--- src/rtl/dma_alias_pkg.sv ---
package dma_alias_pkg;

  typedef enum logic [1:0] {
    SEL_RPTR  = 2'd0,
    SEL_WPTR  = 2'd1,
    SEL_COUNT = 2'd2,
    SEL_CTRL  = 2'd3
  } reg_sel_e;

  typedef enum logic [1:0] {
    ST_IDLE  = 2'd0,
    ST_READ  = 2'd1,
    ST_WRITE = 2'd2
  } eng_state_e;

  localparam int CTL_EN_BIT   = 0;
  localparam int CTL_SIZE_LO  = 2;
  localparam int CTL_INCR_RD  = 4;
  localparam int CTL_INCR_WR  = 5;
  localparam int CTL_BUSY_BIT = 24;
  localparam logic [31:0] CTL_WMASK = 32'h0000_003D;

  // window number and word index to the register it exposes
  function automatic reg_sel_e window_map(input logic [1:0] win, input logic [1:0] word);
    reg_sel_e s;
    unique case (win)
      2'd0: case (word)
              2'd0: s = SEL_RPTR;
              2'd1: s = SEL_WPTR;
              2'd2: s = SEL_COUNT;
              default: s = SEL_CTRL;
            endcase
      2'd1: case (word)
              2'd0: s = SEL_CTRL;
              2'd1: s = SEL_RPTR;
              2'd2: s = SEL_WPTR;
              default: s = SEL_COUNT;
            endcase
      2'd2: case (word)
              2'd0: s = SEL_CTRL;
              2'd1: s = SEL_COUNT;
              2'd2: s = SEL_RPTR;
              default: s = SEL_WPTR;
            endcase
      default: case (word)
              2'd0: s = SEL_CTRL;
              2'd1: s = SEL_WPTR;
              2'd2: s = SEL_COUNT;
              default: s = SEL_RPTR;
            endcase
    endcase
    return s;
  endfunction

endpackage

--- src/rtl/dma_alias_decode.sv ---
module dma_alias_decode
  import dma_alias_pkg::*;
#(
  parameter int BUS_AW = 6
) (
  input  logic [BUS_AW-1:0] addr,
  output reg_sel_e          sel,
  output logic              is_trig
);
  localparam logic [1:0] TRIG_WORD = 2'd3;

  logic [1:0] win;
  logic [1:0] word;

  always_comb begin
    win     = addr[5:4];
    word    = addr[3:2];
    sel     = window_map(win, word);
    is_trig = (word == TRIG_WORD);
  end
endmodule

--- src/rtl/dma_alias_regs.sv ---
module dma_alias_regs
  import dma_alias_pkg::*;
#(
  parameter int REG_W  = 32,
  parameter int ADDR_W = 32,
  parameter int CNT_W  = 32
) (
  input  logic              clk,
  input  logic              rst_n,
  input  logic              wr_en,
  input  reg_sel_e          sel,
  input  logic              is_trig,
  input  logic [REG_W-1:0]  wdata,
  input  logic              rd_adv,
  input  logic              wr_adv,
  input  logic [ADDR_W-1:0] step,
  output logic [ADDR_W-1:0] rptr,
  output logic [ADDR_W-1:0] wptr,
  output logic [CNT_W-1:0]  cnt_prog,
  output logic [REG_W-1:0]  ctrl,
  output logic              start,
  output logic [CNT_W-1:0]  start_count
);
  logic [ADDR_W-1:0] rptr_n, wptr_n;
  logic [CNT_W-1:0]  cnt_n;
  logic [REG_W-1:0]  ctrl_n;
  logic              rptr_en, wptr_en, cnt_en, ctrl_en;

  always_comb begin
    rptr_n  = rptr;
    wptr_n  = wptr;
    cnt_n   = cnt_prog;
    ctrl_n  = ctrl;
    rptr_en = 1'b0;
    wptr_en = 1'b0;
    cnt_en  = 1'b0;
    ctrl_en = 1'b0;
    if (wr_en) begin
      unique case (sel)
        SEL_RPTR:  begin rptr_n = wdata[ADDR_W-1:0]; rptr_en = 1'b1; end
        SEL_WPTR:  begin wptr_n = wdata[ADDR_W-1:0]; wptr_en = 1'b1; end
        SEL_COUNT: begin cnt_n  = wdata[CNT_W-1:0];  cnt_en  = 1'b1; end
        default:   begin ctrl_n = wdata & CTL_WMASK; ctrl_en = 1'b1; end
      endcase
    end
    if (rd_adv) begin
      rptr_n  = rptr + step;
      rptr_en = 1'b1;
    end
    if (wr_adv) begin
      wptr_n  = wptr + step;
      wptr_en = 1'b1;
    end
    start_count = cnt_n;
    start = wr_en && is_trig && (wdata != '0) && ctrl_n[CTL_EN_BIT] && (cnt_n != '0);
  end

  always_ff @(posedge clk or negedge rst_n) begin
    if (!rst_n) begin
      rptr     <= '0;
      wptr     <= '0;
      cnt_prog <= '0;
      ctrl     <= '0;
    end else begin
      if (rptr_en) rptr     <= rptr_n;
      if (wptr_en) wptr     <= wptr_n;
      if (cnt_en)  cnt_prog <= cnt_n;
      if (ctrl_en) ctrl     <= ctrl_n;
    end
  end
endmodule

--- src/rtl/dma_alias_engine.sv ---
module dma_alias_engine
  import dma_alias_pkg::*;
#(
  parameter int ADDR_W = 32,
  parameter int DATA_W = 32,
  parameter int CNT_W  = 32
) (
  input  logic              clk,
  input  logic              rst_n,
  input  logic              start,
  input  logic [CNT_W-1:0]  start_count,
  input  logic [1:0]        size,
  input  logic              incr_rd,
  input  logic              incr_wr,
  input  logic [ADDR_W-1:0] rptr,
  input  logic [ADDR_W-1:0] wptr,
  input  logic              mrd_ready,
  input  logic [DATA_W-1:0] mrd_data,
  input  logic              mwr_ready,
  output logic              busy,
  output logic              mrd_valid,
  output logic [ADDR_W-1:0] mrd_addr,
  output logic              mwr_valid,
  output logic [ADDR_W-1:0] mwr_addr,
  output logic [DATA_W-1:0] mwr_data,
  output logic              rd_adv,
  output logic              wr_adv,
  output logic [ADDR_W-1:0] step,
  output logic [CNT_W-1:0]  cnt_work
);
  localparam logic [CNT_W-1:0] CNT_ONE = CNT_W'(1);

  eng_state_e        state_q, state_n;
  logic [CNT_W-1:0]  cnt_n;
  logic [DATA_W-1:0] data_q, data_n;
  logic              cnt_en, data_en;
  logic              rd_hs, wr_hs;

  always_comb begin
    unique case (size)
      2'b00:   step = ADDR_W'(1);
      2'b01:   step = ADDR_W'(2);
      default: step = ADDR_W'(4);
    endcase
  end

  always_comb begin
    state_n = state_q;
    cnt_n   = cnt_work;
    data_n  = data_q;
    cnt_en  = 1'b0;
    data_en = 1'b0;
    rd_hs   = (state_q == ST_READ) && mrd_ready;
    wr_hs   = (state_q == ST_WRITE) && mwr_ready;
    unique case (state_q)
      ST_IDLE: begin
        if (start) begin
          state_n = ST_READ;
          cnt_n   = start_count;
          cnt_en  = 1'b1;
        end
      end
      ST_READ: begin
        if (mrd_ready) begin
          data_n  = mrd_data;
          data_en = 1'b1;
          state_n = ST_WRITE;
        end
      end
      default: begin
        if (mwr_ready) begin
          cnt_n   = cnt_work - CNT_ONE;
          cnt_en  = 1'b1;
          state_n = (cnt_work == CNT_ONE) ? ST_IDLE : ST_READ;
        end
      end
    endcase
  end

  always_ff @(posedge clk or negedge rst_n) begin
    if (!rst_n) begin
      state_q  <= ST_IDLE;
      cnt_work <= '0;
      data_q   <= '0;
    end else begin
      state_q <= state_n;
      if (cnt_en)  cnt_work <= cnt_n;
      if (data_en) data_q   <= data_n;
    end
  end

  always_comb begin
    busy      = (state_q != ST_IDLE);
    mrd_valid = (state_q == ST_READ);
    mwr_valid = (state_q == ST_WRITE);
    mrd_addr  = rptr;
    mwr_addr  = wptr;
    mwr_data  = data_q;
    rd_adv    = rd_hs && incr_rd;
    wr_adv    = wr_hs && incr_wr;
  end
endmodule

--- src/rtl/dma_alias_channel.sv ---
module dma_alias_channel
  import dma_alias_pkg::*;
#(
  parameter int BUS_AW = 6,
  parameter int REG_W  = 32,
  parameter int ADDR_W = 32,
  parameter int DATA_W = 32,
  parameter int CNT_W  = 32
) (
  input  logic              clk,
  input  logic              rst_n,
  input  logic              bus_wr,
  input  logic [BUS_AW-1:0] bus_addr,
  input  logic [REG_W-1:0]  bus_wdata,
  output logic [REG_W-1:0]  bus_rdata,
  output logic              busy,
  output logic              mrd_valid,
  output logic [ADDR_W-1:0] mrd_addr,
  input  logic              mrd_ready,
  input  logic [DATA_W-1:0] mrd_data,
  output logic              mwr_valid,
  output logic [ADDR_W-1:0] mwr_addr,
  output logic [DATA_W-1:0] mwr_data,
  input  logic              mwr_ready
);
  reg_sel_e          sel;
  logic              is_trig;
  logic              wr_en;
  logic [ADDR_W-1:0] rptr, wptr, step;
  logic [CNT_W-1:0]  cnt_prog, cnt_work, start_count;
  logic [REG_W-1:0]  ctrl;
  logic              start, rd_adv, wr_adv;

  dma_alias_decode #(.BUS_AW(BUS_AW)) u_decode (
    .addr    (bus_addr),
    .sel     (sel),
    .is_trig (is_trig)
  );

  assign wr_en = bus_wr && !busy;

  dma_alias_regs #(.REG_W(REG_W), .ADDR_W(ADDR_W), .CNT_W(CNT_W)) u_regs (
    .clk         (clk),
    .rst_n       (rst_n),
    .wr_en       (wr_en),
    .sel         (sel),
    .is_trig     (is_trig),
    .wdata       (bus_wdata),
    .rd_adv      (rd_adv),
    .wr_adv      (wr_adv),
    .step        (step),
    .rptr        (rptr),
    .wptr        (wptr),
    .cnt_prog    (cnt_prog),
    .ctrl        (ctrl),
    .start       (start),
    .start_count (start_count)
  );

  dma_alias_engine #(.ADDR_W(ADDR_W), .DATA_W(DATA_W), .CNT_W(CNT_W)) u_engine (
    .clk         (clk),
    .rst_n       (rst_n),
    .start       (start),
    .start_count (start_count),
    .size        (ctrl[CTL_SIZE_LO+1:CTL_SIZE_LO]),
    .incr_rd     (ctrl[CTL_INCR_RD]),
    .incr_wr     (ctrl[CTL_INCR_WR]),
    .rptr        (rptr),
    .wptr        (wptr),
    .mrd_ready   (mrd_ready),
    .mrd_data    (mrd_data),
    .mwr_ready   (mwr_ready),
    .busy        (busy),
    .mrd_valid   (mrd_valid),
    .mrd_addr    (mrd_addr),
    .mwr_valid   (mwr_valid),
    .mwr_addr    (mwr_addr),
    .mwr_data    (mwr_data),
    .rd_adv      (rd_adv),
    .wr_adv      (wr_adv),
    .step        (step),
    .cnt_work    (cnt_work)
  );

  always_comb begin
    unique case (sel)
      SEL_RPTR:  bus_rdata = REG_W'(rptr);
      SEL_WPTR:  bus_rdata = REG_W'(wptr);
      SEL_COUNT: bus_rdata = REG_W'(busy ? cnt_work : cnt_prog);
      default: begin
        bus_rdata = ctrl;
        bus_rdata[CTL_BUSY_BIT] = busy;
      end
    endcase
  end
endmodule

--- config.mk ---
export PLATFORM = sky130hd
export DESIGN_NAME = dma_alias_channel
export DESIGN_NICKNAME = d
export VERILOG_FILES = /design/src/rtl/dma_alias_pkg.sv /design/src/rtl/dma_alias_decode.sv /design/src/rtl/dma_alias_regs.sv /design/src/rtl/dma_alias_engine.sv /design/src/rtl/dma_alias_channel.sv
export SDC_FILE = /design/constraint.sdc
export NUM_CORES = 1
export LEC_CHECK = 0
export CELL_PAD_IN_SITES_DETAIL_PLACEMENT = 1
export CELL_PAD_IN_SITES_GLOBAL_PLACEMENT = 1
export CORE_UTILIZATION = 39
export CTS_CLUSTER_DIAMETER = 150
export DETAILED_ROUTE_END_ITERATION = 7
export HOLD_SLACK_MARGIN = 0.03
export PLACE_DENSITY_LB_ADDON = 0.08
export SYNTH_ARGS = -nofsm -noshare
export SYNTH_HDL_FRONTEND = slang
export SYNTH_HIERARCHICAL = 1
export SYNTH_SLANG_ARGS = --single-unit
--- constraint.sdc ---
create_clock -name clk -period 3.9 [get_ports clk]
set_input_delay 0.975 -clock clk [delete_from_list [all_inputs] [get_ports clk]]
set_output_delay 0.975 -clock clk [all_outputs]
set_load 0.02 [all_outputs]
Word-level counts from Yosys, hierarchy flattened. Cells that the tools add are included.

Flip-flop bits (word level): 167. Input port bits: 75. Logic and storage cells: 98. Output and inout bits: 131.

Eq/ne operators: 13. Muxes and demuxes: 41. Add/subtract/negate cells: 3. Reduce and logical (&&, ||, !) cells: 31. Bitwise operators: 2.

Operator list (count): $mux 32 (11); $pmux 32 s3 (1); $add 32x32->32 (2); $pmux 32 s2 (1); $reduce_bool 32->1 (2); $eq 32x1->1 const B (1); $sub 32x1->32 const B (1); $pmux 2 s3 (5); $mux 1 (17); $reduce_and 3->1 (5); $reduce_bool 2->1 (6); $eq 2x1->1 const B (5); $eq 2x2->1 const B (5); $logic_not 2->1 (5); $logic_and 1x1->1 (9); $mux 2 (3); $pmux 3 s2 (1); $pmux 2 s2 (1); $reduce_and 4->1 (1); $reduce_bool 3->1 (1); $reduce_or 3->1 (1); $ne 2x1->1 const B (1); $ne 2x2->1 const B (1); $not 1->1 (2); 2 further kinds (2).

Longest topological paths before layout.
Depth after elaboration: 12. Mapped depth: 20. Depth with buffers taken out: 15.

By module. The synthesis kept the hierarchy.

Modules (own cells, without submodules): dma_alias_regs (area each 8737.1 µm², instances 1, sequential area each 2527.4 µm², cells each 974); dma_alias_engine (area each 4285.4 µm², instances 1, sequential area each 1651.6 µm², cells each 453); dma_alias_channel (area each 1201.2 µm², instances 1, sequential area each 0.0 µm², cells each 152); dma_alias_decode (area each 136.4 µm², instances 1, sequential area each 0.0 µm², cells each 19).

Worst setup path before layout. No wires, ideal clock.

Path kind: input to register. Start: in bus_addr[2]. End: reg u_engine.cnt_work[26]. Data required time: 3784 ps. Arrival: 4587 ps. Slack: -802 ps. Path buffers: 3. Stages on the path: 16. Library setup time: 116 ps. Path through: inv_1 -> ha_1 -> nand3b_1 -> nand2_1 -> o22ai_1 -> nand3b_1 -> clkbuf_1 -> mux2_2 -> or4_1 -> nor3_1 -> a41oi_1 -> clkbuf_1 -> a21oi_1 -> clkbuf_1 -> a22oi_1 -> o311ai_0.

Elaborated cells between the ends (all ways): 28. Classes of those cells: eq/ne: 6; mux: 13; reduce/logical: 9.

RTL lines: start: declaration (RTL line dma_alias_channel.sv:13) `input logic [BUS_AW-1:0] bus_addr,`; $eq 2x2->1 (tied with other cells); $pmux 2 s3 (on tied branches); $pmux 2 s3 (*) (RTL line dma_alias_pkg.sv:26) `unique case (win)`; named net sel[0] (RTL line dma_alias_channel.sv:26) `reg_sel_e sel;`; $eq 2x2->1 (*) (RTL line dma_alias_regs.sv:39) `unique case (sel)`; $mux 32 (*) (RTL line dma_alias_regs.sv:39); $mux 32 (*) (RTL line dma_alias_regs.sv:38) `if (wr_en) begin`; named net start_count[15] (RTL line dma_alias_channel.sv:30) `logic [CNT_W-1:0] cnt_prog, cnt_work, start_count;`; $reduce_bool 32->1 (*) (RTL line dma_alias_regs.sv:55) `start = wr_en && is_trig && (wdata != '0) && ctrl_n[CTL_EN_BIT] && (cnt_n != '0);`; $logic_and 1x1->1 (*) (RTL line dma_alias_regs.sv:55); named net start (RTL line dma_alias_channel.sv:32) `logic start, rd_adv, wr_adv;`; $mux 1 (RTL line dma_alias_engine.sv:57) `if (start) begin`; $pmux 1 s2 (RTL line dma_alias_engine.sv:55) `unique case (state_q)`; $reduce_and 4->1 (no source line) (*); end signal: assignment (RTL line dma_alias_engine.sv:87) `if (cnt_en) cnt_work <= cnt_n;`; end: declaration (RTL line dma_alias_engine.sv:29) `output logic [CNT_W-1:0] cnt_work`.

Mark *: on every way through the listed nets, which the timed path passes. The rest lies on a longest branch. The select of a mux whose other input is x is not followed. A chain may end at the register's enable or synchronous reset.

Worst setup path in the final report.
Start: in bus_addr[3]. End: reg u_engine.cnt_work[9].

Same word-level chain as after synthesis.

==> flow_summary.ini <==
[clock_network]
clk_latency_ns = 0.46
cts.sinks = 167
cts_tree = yes
htree_levels = 4
cts_made_buffers = 17
clk_pin_slew_ns = 0.07
cts_buffer_depth = 2
clockRootBuffer = clkbuf_16

[sta]
hold_viol = 0
fmax_mhz = 249
finalWorstSetupSlack_ns = -0.108
setup_viol = 32
slew_violations = 0
hold-worst-slack_ns = 0.504
setup_tns_ns = -1.80
rsz0062_at_grt = yes
worst_pin_slew_ns = 0.794
max_slew_margin_pct = 45.7
fin_worst_skew_ns = 0.0138
period_share_pct = 103
fin_crit_ns = 4.01

[global_routing]
first_global_vias = 14300
gr-usage-met1_pct = 39.8
grt_first_pass_wirelength_mm = 88.2
use_met3_pct = 4.87
grt.busiest_layer = met2
antenna_found_initial = 2
grt_overflow_total = 0
grt_start_max_net_pins = 75
grt_util_all_layers_pct = 30.8
met2_usage_pct = 52.1

[power]
netSwitchingFraction_pct = 47.9
p_per_area_nw_per_um2 = 877
clkPwrFrac_pct = 12.0
p_switching_w = 0.00767
internal_power_w = 0.00833
combPwrFrac_pct = 63.9
power_leakage_nw = 7.88
seq_power_share_pct = 24.1
vdd_drop_max_mv = 0.426

[worst_setup_path]
worstSetupPathType = primary input to register
path_max_fanout = 12
worstSetupStartpointType = primary input
path_cells = buf_8 -> buf_6 -> ha_4 -> nor3_4 -> a211oi_2 -> a21o_1 -> buf_6 -> nand3b_1 -> buf_4 -> buf_4 -> mux2_2 -> nor4_4 -> and4_4 -> a41oi_4 -> buf_6 -> a21oi_4 -> buf_4 -> a21oi_2 -> o2bb2a_4
r2r_slack_ns = 0.42
arrival_ns = 4.36
slowest_stage = mux2_2
critPathMaxStageDelay_ns = 0.41
end_kind = register
required_ns = 4.25

[placed_design]
io_buffer_count = 203
dp_hpwl_mm = 43.9
gp_congestion = 0.899

[yosys]
post_synth.cell_area_avg_um2 = 8.99
syn_area_um2 = 14400
yosysWarnings = 6
syn-instance-count = 1597

[die]
io_pins = 206
core_um2 = 35900
start_util_pct = 40.0
rows = 69
die_h_um = 194
design.die.area_um2 = 37600
die_w_um = 194

[finish]
drive_gt1_share_pct = 24.2
most-common-layout-cells = dfrtp_1, clkdlybuf4s50_1, nand2_1
num-fill-cells = 4129
area_growth_pct = 27.1
nets = 1953
layout_commonest_cell = dfrtp_1
final_util_pct = 50.8
num_antenna_cells = 0

[outcome]
status = finished, violations left
failed_checks = setup timing

[hold_path]
hp-class = register to register

[detailed_routing]
drt_iter0_drc = 964
wirelength_mm = 58.2
dr_total_vias = 13700
drtAntennaViolNets = 0
routedWlPerCell_um = 25.5
dr.pass1.iters = 5
vias_per_cell = 5.99
drcViolationCount = 0

[run]
cap_violations = 0
==> power groups by stage <==
stage / combinational [W] / sequential, W / clock (W)
5_1_grt: 0.0109 / 0.00397 / 0.00201
2_1_floorplan: 0.00667 / 0.00345 / 0
3_3_place_gp: 0.00937 / 0.00382 / 0
4_1_cts: 0.00974 / 0.00384 / 0.00195
6_report: 0.0102 / 0.00386 / 0.00192
3_5_place_dp: 0.00949 / 0.00386 / 0
==> worst max-delay path: cells and delay by family <==
family | cells | cell delay [ns]
buffers and inverters | 7 | 1.01
AND/OR/NAND/NOR | 4 | 0.94
AO/OA/AOI/OAI | 6 | 0.86
multiplexers | 1 | 0.41
adder cells (fa/ha/maj) | 1 | 0.17
==> state kept, by name, summed over array words and instances, names as in the netlist <==
name / count
u_regs/ctrl: 5
u_engine/state_q: 2
u_engine/cnt_work: 32
u_regs/cnt_prog: 32
u_regs/rptr: 32
u_engine/mwr_data: 32
u_regs/wptr: 32
==> per-stage QoR <==
| stage | cells | cell area [µm²] | setup WS, ns | power, W |
|---|---|---|---|---|
| 5_1_grt | 2281 | 18200 | -0.202 | 0.0169 |
| 6_report | 2281 | 18200 | -0.108 | 0.0160 |
| 4_1_cts | 2277 | 18100 | -0.0666 | 0.0155 |
| 3_5_place_dp | 2220 | 16900 | -1.30 | 0.0134 |
| 3_3_place_gp | 2220 | 16900 | -1.29 | 0.0132 |
| 2_1_floorplan | 1650 | 14700 | -0.0501 | 0.0101 |
==> area by class of cell <==
type	count	area (µm²)	area share, %
well taps	461	577	3.16
clock buffers	17	425	2.33
multi-input cells	1245	9330	51.1
clock inverters	14	208	1.14
inverters	24	95.1	0.521
flip-flops and latches	167	4180	22.9
repair buffers	353	3430	18.8
==> timing repair <==
| item | 4_1_cts | 5_1_grt |
|---|---|---|
| buffers inserted | 20 | 5 |
| gates cloned | 7 | 0 |
| hold buffers | 0 | 0 |
| endpoints found under the setup margin | 65 | 64 |
| pin swaps | 28 | 28 |
| gates resized for setup | 227 | 36 |
==> final timing paths <==
check / endpoint / cells past startpoint / startpoint
max in group asynchronous: u_regs/cnt_prog[2] / 2 / rst_n
min in group asynchronous: u_regs/cnt_prog[3] / 1 / rst_n
worst max-delay path: u_engine/cnt_work[9] / 19 / bus_addr[3]
worst min register to register: u_engine/mwr_data[17] / 1 / u_engine/mwr_data[17]
worst min-delay path: u_engine/mwr_data[17] / 1 / u_engine/mwr_data[17]
worst max register to register: u_engine/cnt_work[9] / 16 / u_engine/state_q[1]
==> layer usage <==
| metal | vias to the layer above | wire length, µm |
|---|---|---|
| li1 | 6213 | - |
| met2 | 432 | 27900 |
| met5 | - | 0 |
| met1 | 6932 | 25200 |
| met4 | 0 | 1900 |
| met3 | 86 | 3210 |
No activity file was read; power rests on OpenSTA's default activity.
